### config.mk
export PLATFORM = sky130hd
export DESIGN_NAME = csd_recoder
export DESIGN_NICKNAME = d
export VERILOG_FILES = /design/src/rtl/csd_pkg.sv /design/src/rtl/csd_ctrl.sv /design/src/rtl/csd_hk_chain.sv /design/src/rtl/csd_digits.sv /design/src/rtl/csd_recoder.sv
export SDC_FILE = /design/constraint.sdc
export NUM_CORES = 1
export LEC_CHECK = 0
export ABC_CLOCK_PERIOD_IN_PS = 800
export CAP_MARGIN = 20
export CORE_MARGIN = 2
export CORE_UTILIZATION = 45
export DETAILED_ROUTE_END_ITERATION = 16
export DONT_BUFFER_PORTS = 1
export GPL_TIMING_DRIVEN = 0
export PLACE_DENSITY = 0.64
export REMOVE_ABC_BUFFERS = 1
export SETUP_SLACK_MARGIN = 0.4
export SLEW_MARGIN = 20
export SYNTH_ARGS = -nofsm -noshare
export SYNTH_HDL_FRONTEND = slang
export SYNTH_SLANG_ARGS = --single-unit
export TNS_END_PERCENT = 5
### constraint.sdc
create_clock -name clk -period 0.8 [get_ports clk]
set_input_delay 0.04 -clock clk [delete_from_list [all_inputs] [get_ports clk]]
set_output_delay 0.04 -clock clk [all_outputs]
set_load 0.005 [all_outputs]
### src/rtl/csd_pkg.sv
package csd_pkg;
  typedef struct packed {
    logic extBit;   // value placed above the top input bit
    logic topEn;    // enables the extra top digit (unsigned mode)
  } csd_ctrl_t;
endpackage

### src/rtl/csd_ctrl.sv
module csd_ctrl
  import csd_pkg::*;
(
  input  logic      isSigned,
  input  logic      msbIn,
  output csd_ctrl_t ctrl
);
  always_comb begin
    ctrl.extBit = isSigned & msbIn;
    ctrl.topEn  = ~isSigned;
  end
endmodule

### src/rtl/csd_hk_chain.sv
module csd_hk_chain #(
  parameter int WIDTH = 16
) (
  input  logic             clk,
  input  logic             rstN,
  input  logic [WIDTH-1:0] x,
  output logic [WIDTH-1:0] h,
  output logic [WIDTH-1:0] k
);
  localparam int NGROUPS = WIDTH / 4;

  // Lower bits of each group ripple; bits 4j+6 jump through group look-ahead.
  for (genvar i = 0; i < WIDTH; i++) begin : g_bit
    if (i == 0) begin : g_first
      assign h[i] = x[i];
      assign k[i] = 1'b0;
    end else if ((i % 4 == 2) && (i >= 6)) begin : g_look
      logic genH, propH, genK, propK;
      assign genH  = x[i] | (x[i-1] & x[i-2]);
      assign propH = x[i-1] & x[i-3];
      assign genK  = x[i] & (x[i-1] | x[i-2]);
      assign propK = x[i-1] | x[i-3];
      assign h[i]  = genH | (propH & h[i-4]);
      assign k[i]  = genK & (propK | k[i-4]);
    end else if (i % 2 == 0) begin : g_even
      assign h[i] = x[i] | h[i-1];
      assign k[i] = x[i] & k[i-1];
    end else begin : g_odd
      assign h[i] = x[i] & h[i-1];
      assign k[i] = x[i] | k[i-1];
    end
  end

  // Plain ripple of both chains, kept only for comparison.
  logic [WIDTH-1:0] hRip, kRip;
  always_comb begin
    logic hp, kp;
    hp = 1'b0;
    kp = 1'b0;
    for (int i = 0; i < WIDTH; i++) begin
      if (i % 2 == 0) begin
        hp = x[i] | hp;
        kp = x[i] & kp;
      end else begin
        hp = x[i] & hp;
        kp = x[i] | kp;
      end
      hRip[i] = hp;
      kRip[i] = kp;
    end
  end

  assert_lookahead_match_R7: assert property (@(posedge clk) disable iff (!rstN)
    (h == hRip) && (k == kRip))
    else $error("look-ahead chain differs from ripple (groups=%0d)", NGROUPS);
endmodule

### src/rtl/csd_digits.sv
module csd_digits
  import csd_pkg::*;
#(
  parameter int WIDTH = 16
) (
  input  logic                 clk,
  input  logic                 rstN,
  input  logic [WIDTH-1:0]     x,
  input  csd_ctrl_t            ctrl,
  output logic [2*WIDTH+1:0]   digits
);
  localparam int DW = 2 * (WIDTH + 1);

  logic [WIDTH:0]   xe;
  logic [WIDTH-1:0] h, k, carry, nz;

  assign xe = {ctrl.extBit, x};

  csd_hk_chain #(.WIDTH(WIDTH)) chain_i (
    .clk (clk),
    .rstN(rstN),
    .x   (x),
    .h   (h),
    .k   (k)
  );

  for (genvar i = 0; i < WIDTH; i++) begin : g_dig
    if (i % 2 == 1) begin : g_codd
      assign carry[i] = h[i] | (xe[i+1] & k[i]);
    end else begin : g_ceven
      assign carry[i] = (xe[i+1] & h[i]) | k[i];
    end
    if (i == 0) begin : g_nz0
      assign nz[i] = x[i];
    end else begin : g_nzn
      assign nz[i] = x[i] ^ carry[i-1];
    end
    assign digits[2*i]   = ~xe[i+1] & nz[i];
    assign digits[2*i+1] =  xe[i+1] & nz[i];
  end

  assign digits[DW-2] = ctrl.topEn & carry[WIDTH-1];
  assign digits[DW-1] = 1'b0;
endmodule

### src/rtl/csd_recoder.sv
module csd_recoder
  import csd_pkg::*;
#(
  parameter int WIDTH   = 16,
  parameter bit REG_OUT = 1'b1
) (
  input  logic                 clk,
  input  logic                 rstN,
  input  logic                 isSigned,
  input  logic [WIDTH-1:0]     dataIn,
  output logic [2*WIDTH+1:0]   digitsOut
);
  localparam int NDIG = WIDTH + 1;
  localparam int DW   = 2 * NDIG;

  csd_ctrl_t       ctrl;
  logic [DW-1:0]   digitsComb;

  csd_ctrl ctrl_i (
    .isSigned(isSigned),
    .msbIn   (dataIn[WIDTH-1]),
    .ctrl    (ctrl)
  );

  csd_digits #(.WIDTH(WIDTH)) dp_i (
    .clk   (clk),
    .rstN  (rstN),
    .x     (dataIn),
    .ctrl  (ctrl),
    .digits(digitsComb)
  );

  if (REG_OUT) begin : g_reg
    always_ff @(posedge clk or negedge rstN) begin
      if (!rstN) digitsOut <= '0;
      else       digitsOut <= digitsComb;
    end
  end else begin : g_wire
    assign digitsOut = digitsComb;
  end

  // Per-digit views for the checks below.
  logic [NDIG-1:0] signV, dataV, nzV;
  always_comb begin
    for (int i = 0; i < NDIG; i++) begin
      signV[i] = digitsComb[2*i+1];
      dataV[i] = digitsComb[2*i];
    end
    nzV = signV ^ dataV;
  end

  logic pastValid;
  always_ff @(posedge clk or negedge rstN) begin
    if (!rstN) pastValid <= 1'b0;
    else       pastValid <= 1'b1;
  end

  assert_no_pair11_R1: assert property (@(posedge clk) disable iff (!rstN)
    (signV & dataV) == '0);
  assert_no_adjacent_R4: assert property (@(posedge clk) disable iff (!rstN)
    (nzV[NDIG-1:1] & nzV[NDIG-2:0]) == '0);
  assert_signed_top_zero_R2: assert property (@(posedge clk) disable iff (!rstN)
    isSigned |-> (signV[NDIG-1] == 1'b0 && dataV[NDIG-1] == 1'b0));
  assert_unsigned_top_pos_R5: assert property (@(posedge clk) disable iff (!rstN)
    !isSigned |-> (signV[NDIG-1] == 1'b0 && signV[NDIG-2] == 1'b0));
  assert_reg_latency_R8: assert property (@(posedge clk) disable iff (!rstN)
    (REG_OUT && pastValid) |-> (digitsOut == $past(digitsComb)));
endmodule

==> out/metrics.yaml <==
power_frac_clock_pct: 29.6
period_minus_slack_ns: 0.7727
dr.first_iter.drc_count: 35
total_power_w: 0.003041
synthCells: 125
yosysWarnings: 0
switchingPower_w: 0.0007001
grt_util_all_layers_pct: 15.40
port_buffers: 0
crit_arrival_ns: 0.99
cts_setup_buffers: 0
ys_seq_elements: 33
hold_path_class: "primary input to async pin"
clock_path_buffers: 2
period_share_pct: 96.59
root_buffer: "clkbuf_4"
detailroute.via_count: 941
start_util_pct: 46.98
crit_chain: "a21oi_4, o221ai_4, o311a_1, a22o_1"
rows: 20
ys_types: 41
yosysSeqAreaShare_pct: 58.05
synth-async-reset-ratio_pct: 100.0
cap_violations: 0
dr.pass1.iters: 4
synth_area_sq_um: 1423
wl_mm: 2.665
place_hpwl_mm: 1.783
ios: 53
path_buf_inv: 0
worst_ir_drop_vdd_uv: 1029
grt_pass1_wl_mm: 3.953
start_kind: "primary input"
clock_sinks: 33
regMostFlops: "digitsOut"
layout_common_cells: "33 x dfrtp_1, 11 x nor2_1, 5 x nor2b_1, 5 x a21oi_2, 5 x clkbuf_4"
required_ns: 1.02
slowest_delay_ns: 0.37
final.setup.tns_ns: 0
cts_buffers: 5
cts_tree: "yes"
drive_above_1_share_pct: 23.81
ys.flop_type: "dfrtp_1"
p_int_w: 0.002341
slowest_stage: "o311a_1"
fillCellCount: 254
h-tree-depth: 2
ant_nets: 0
grt_pass1_vias: 910
p_leak_nw: 0.7149
status: "complete, but fails checks"
clock.fmax_mhz: 1294
critPathMaxFanout: 10
syn_avg_cell_area_sq_um: 11.38
p_per_area_nw_per_um2: 1867
gr-total-overflow: 0
netSwitchingFraction_pct: 23.02
avgViaCountPerCell: 5.535
grt_max_degree: 34
drc_errors: 0
gp_congestion: 0.7867
largest_register_ffs: 33
diodes: 0
core_region_area_sq_um: 3028
nNetsFinal: 145
end_kind: "flip-flop"
synth.area.top_cells: "dfrtp_1 58%, nor2_1 3.2%, a21oi_1 2.8%, nor2b_1 2.6%, buf_6 2.4%"
setup_viol: 0
wire_per_inst_microns: 15.68
hold_viol: 66
clk_pin_slew_ns: 0.09
largest_registers: "digitsOut x33"
timing.setup.critical_path_class: "primary input to flip-flop"
grt_setup_unrepaired: "true"
die_w_microns: 60.23
whs_ns: -0.5956
seqPwrFrac_pct: 60.0
yosysTopAreaCellShare_pct: 58.05
crit_family: "compound AO/OA/AOI/OAI gates"
dieArea_sq_um: 3627
drv_slew: 0
area_growth_syn_to_layout_pct: 14.51
die_y_microns: 60.23
violations: "negative hold slack"
synth.largest_area_cell: "dfrtp_1"
antenna_found_initial: 0
final_common_cell: "dfrtp_1"
comb_power_share_pct: 10.4
synth-edff-count: 0
## worst paths after layout
check,slack [ns],endpoint,startpoint,cells after the start
worst min-delay path,-0.60,digitsOut[2]$_DFF_PN0_,rstN,0
min in group clk,-0.24,digitsOut[24]$_DFF_PN0_,dataIn[13],1
worst max-delay path,0.03,digitsOut[30]$_DFF_PN0_,dataIn[2],4
max in group asynchronous,1.32,digitsOut[17]$_DFF_PN0_,rstN,0
## power by group through the flow
stage | Sequential [W] | Clock (W) | Combinational [W]
6_report | 0.00182 | 0.000901 | 0.000316
5_1_grt | 0.00184 | 0.00102 | 0.000349
4_1_cts | 0.00183 | 0.000934 | 0.000240
3_5_place_dp | 0.00186 | 0 | 0.000239
3_3_place_gp | 0.00186 | 0 | 0.000234
2_1_floorplan | 0.00185 | 0 | 0.000204
## stage by stage
stage	hold slack [ns]	instance area, sq um	utilization, %	instances	setup slack, ns
after floorplan	-0.2556	1371	-	119	-0.2179
after global placement	-0.2548	1426	47.11	163	-0.2932
after detailed placement	-0.2547	1426	47.11	163	-0.2962
after CTS	-0.6090	1481	48.93	170	0.02611
after global routing	-0.6331	1629	53.80	170	-0.002146
final	-0.5956	1629	53.80	170	0.02730
## layer usage
metal	up-vias	GRT usage, %	routed length, microns
li1	438	-	-
met1	457	18.51	1148
met2	42	22.52	1241
met3	4	7.576	240
met4	0	8.254	34
met5	-	0	0
## layout make-up
| cell class | instances | area [sq um] | share of cell area [%] |
|---|---|---|---|
| clock buffers | 7 | 55.05 | 3.379 |
| inverters | 4 | 15.01 | 0.9217 |
| multi-input cells | 82 | 678.2 | 41.63 |
| flip-flops and latches | 33 | 825.8 | 50.69 |
| well taps | 44 | 55.05 | 3.379 |
## synthesized netlist by cell type, drive strengths merged, types with 2 or more instances
cell and n:
o21ai 5, dfrtp 33, buf 6, mux2i 2
nand2 4, a211o 3, nor2b 6, and3 2
inv 4, nand2b 2, o21a 2, and2 2
a21boi 3, nor2 12, nor3 6, a21oi 10
a211oi 2, nand3b 2, a21o 3
## logic make-up after synthesis
group	Yosys count	share of synthesized area [%]
AOI/OAI and AO/OA	35	18.56
xor gates and xnor gates	1	0.6158
buffers and inverters	10	4.661
DFF	33	58.05
muxes	2	1.407
other	1	0.2636
and+or+nand+nor	43	16.45
## timing repair
item                                   in CTS  in global routing
endpoints found under the hold margin      66                 66
resized for setup                           0                 31
pin swaps                                   0                 33
setup endpoints to repair                  56                 56
(Power assumes the default switching activity.)
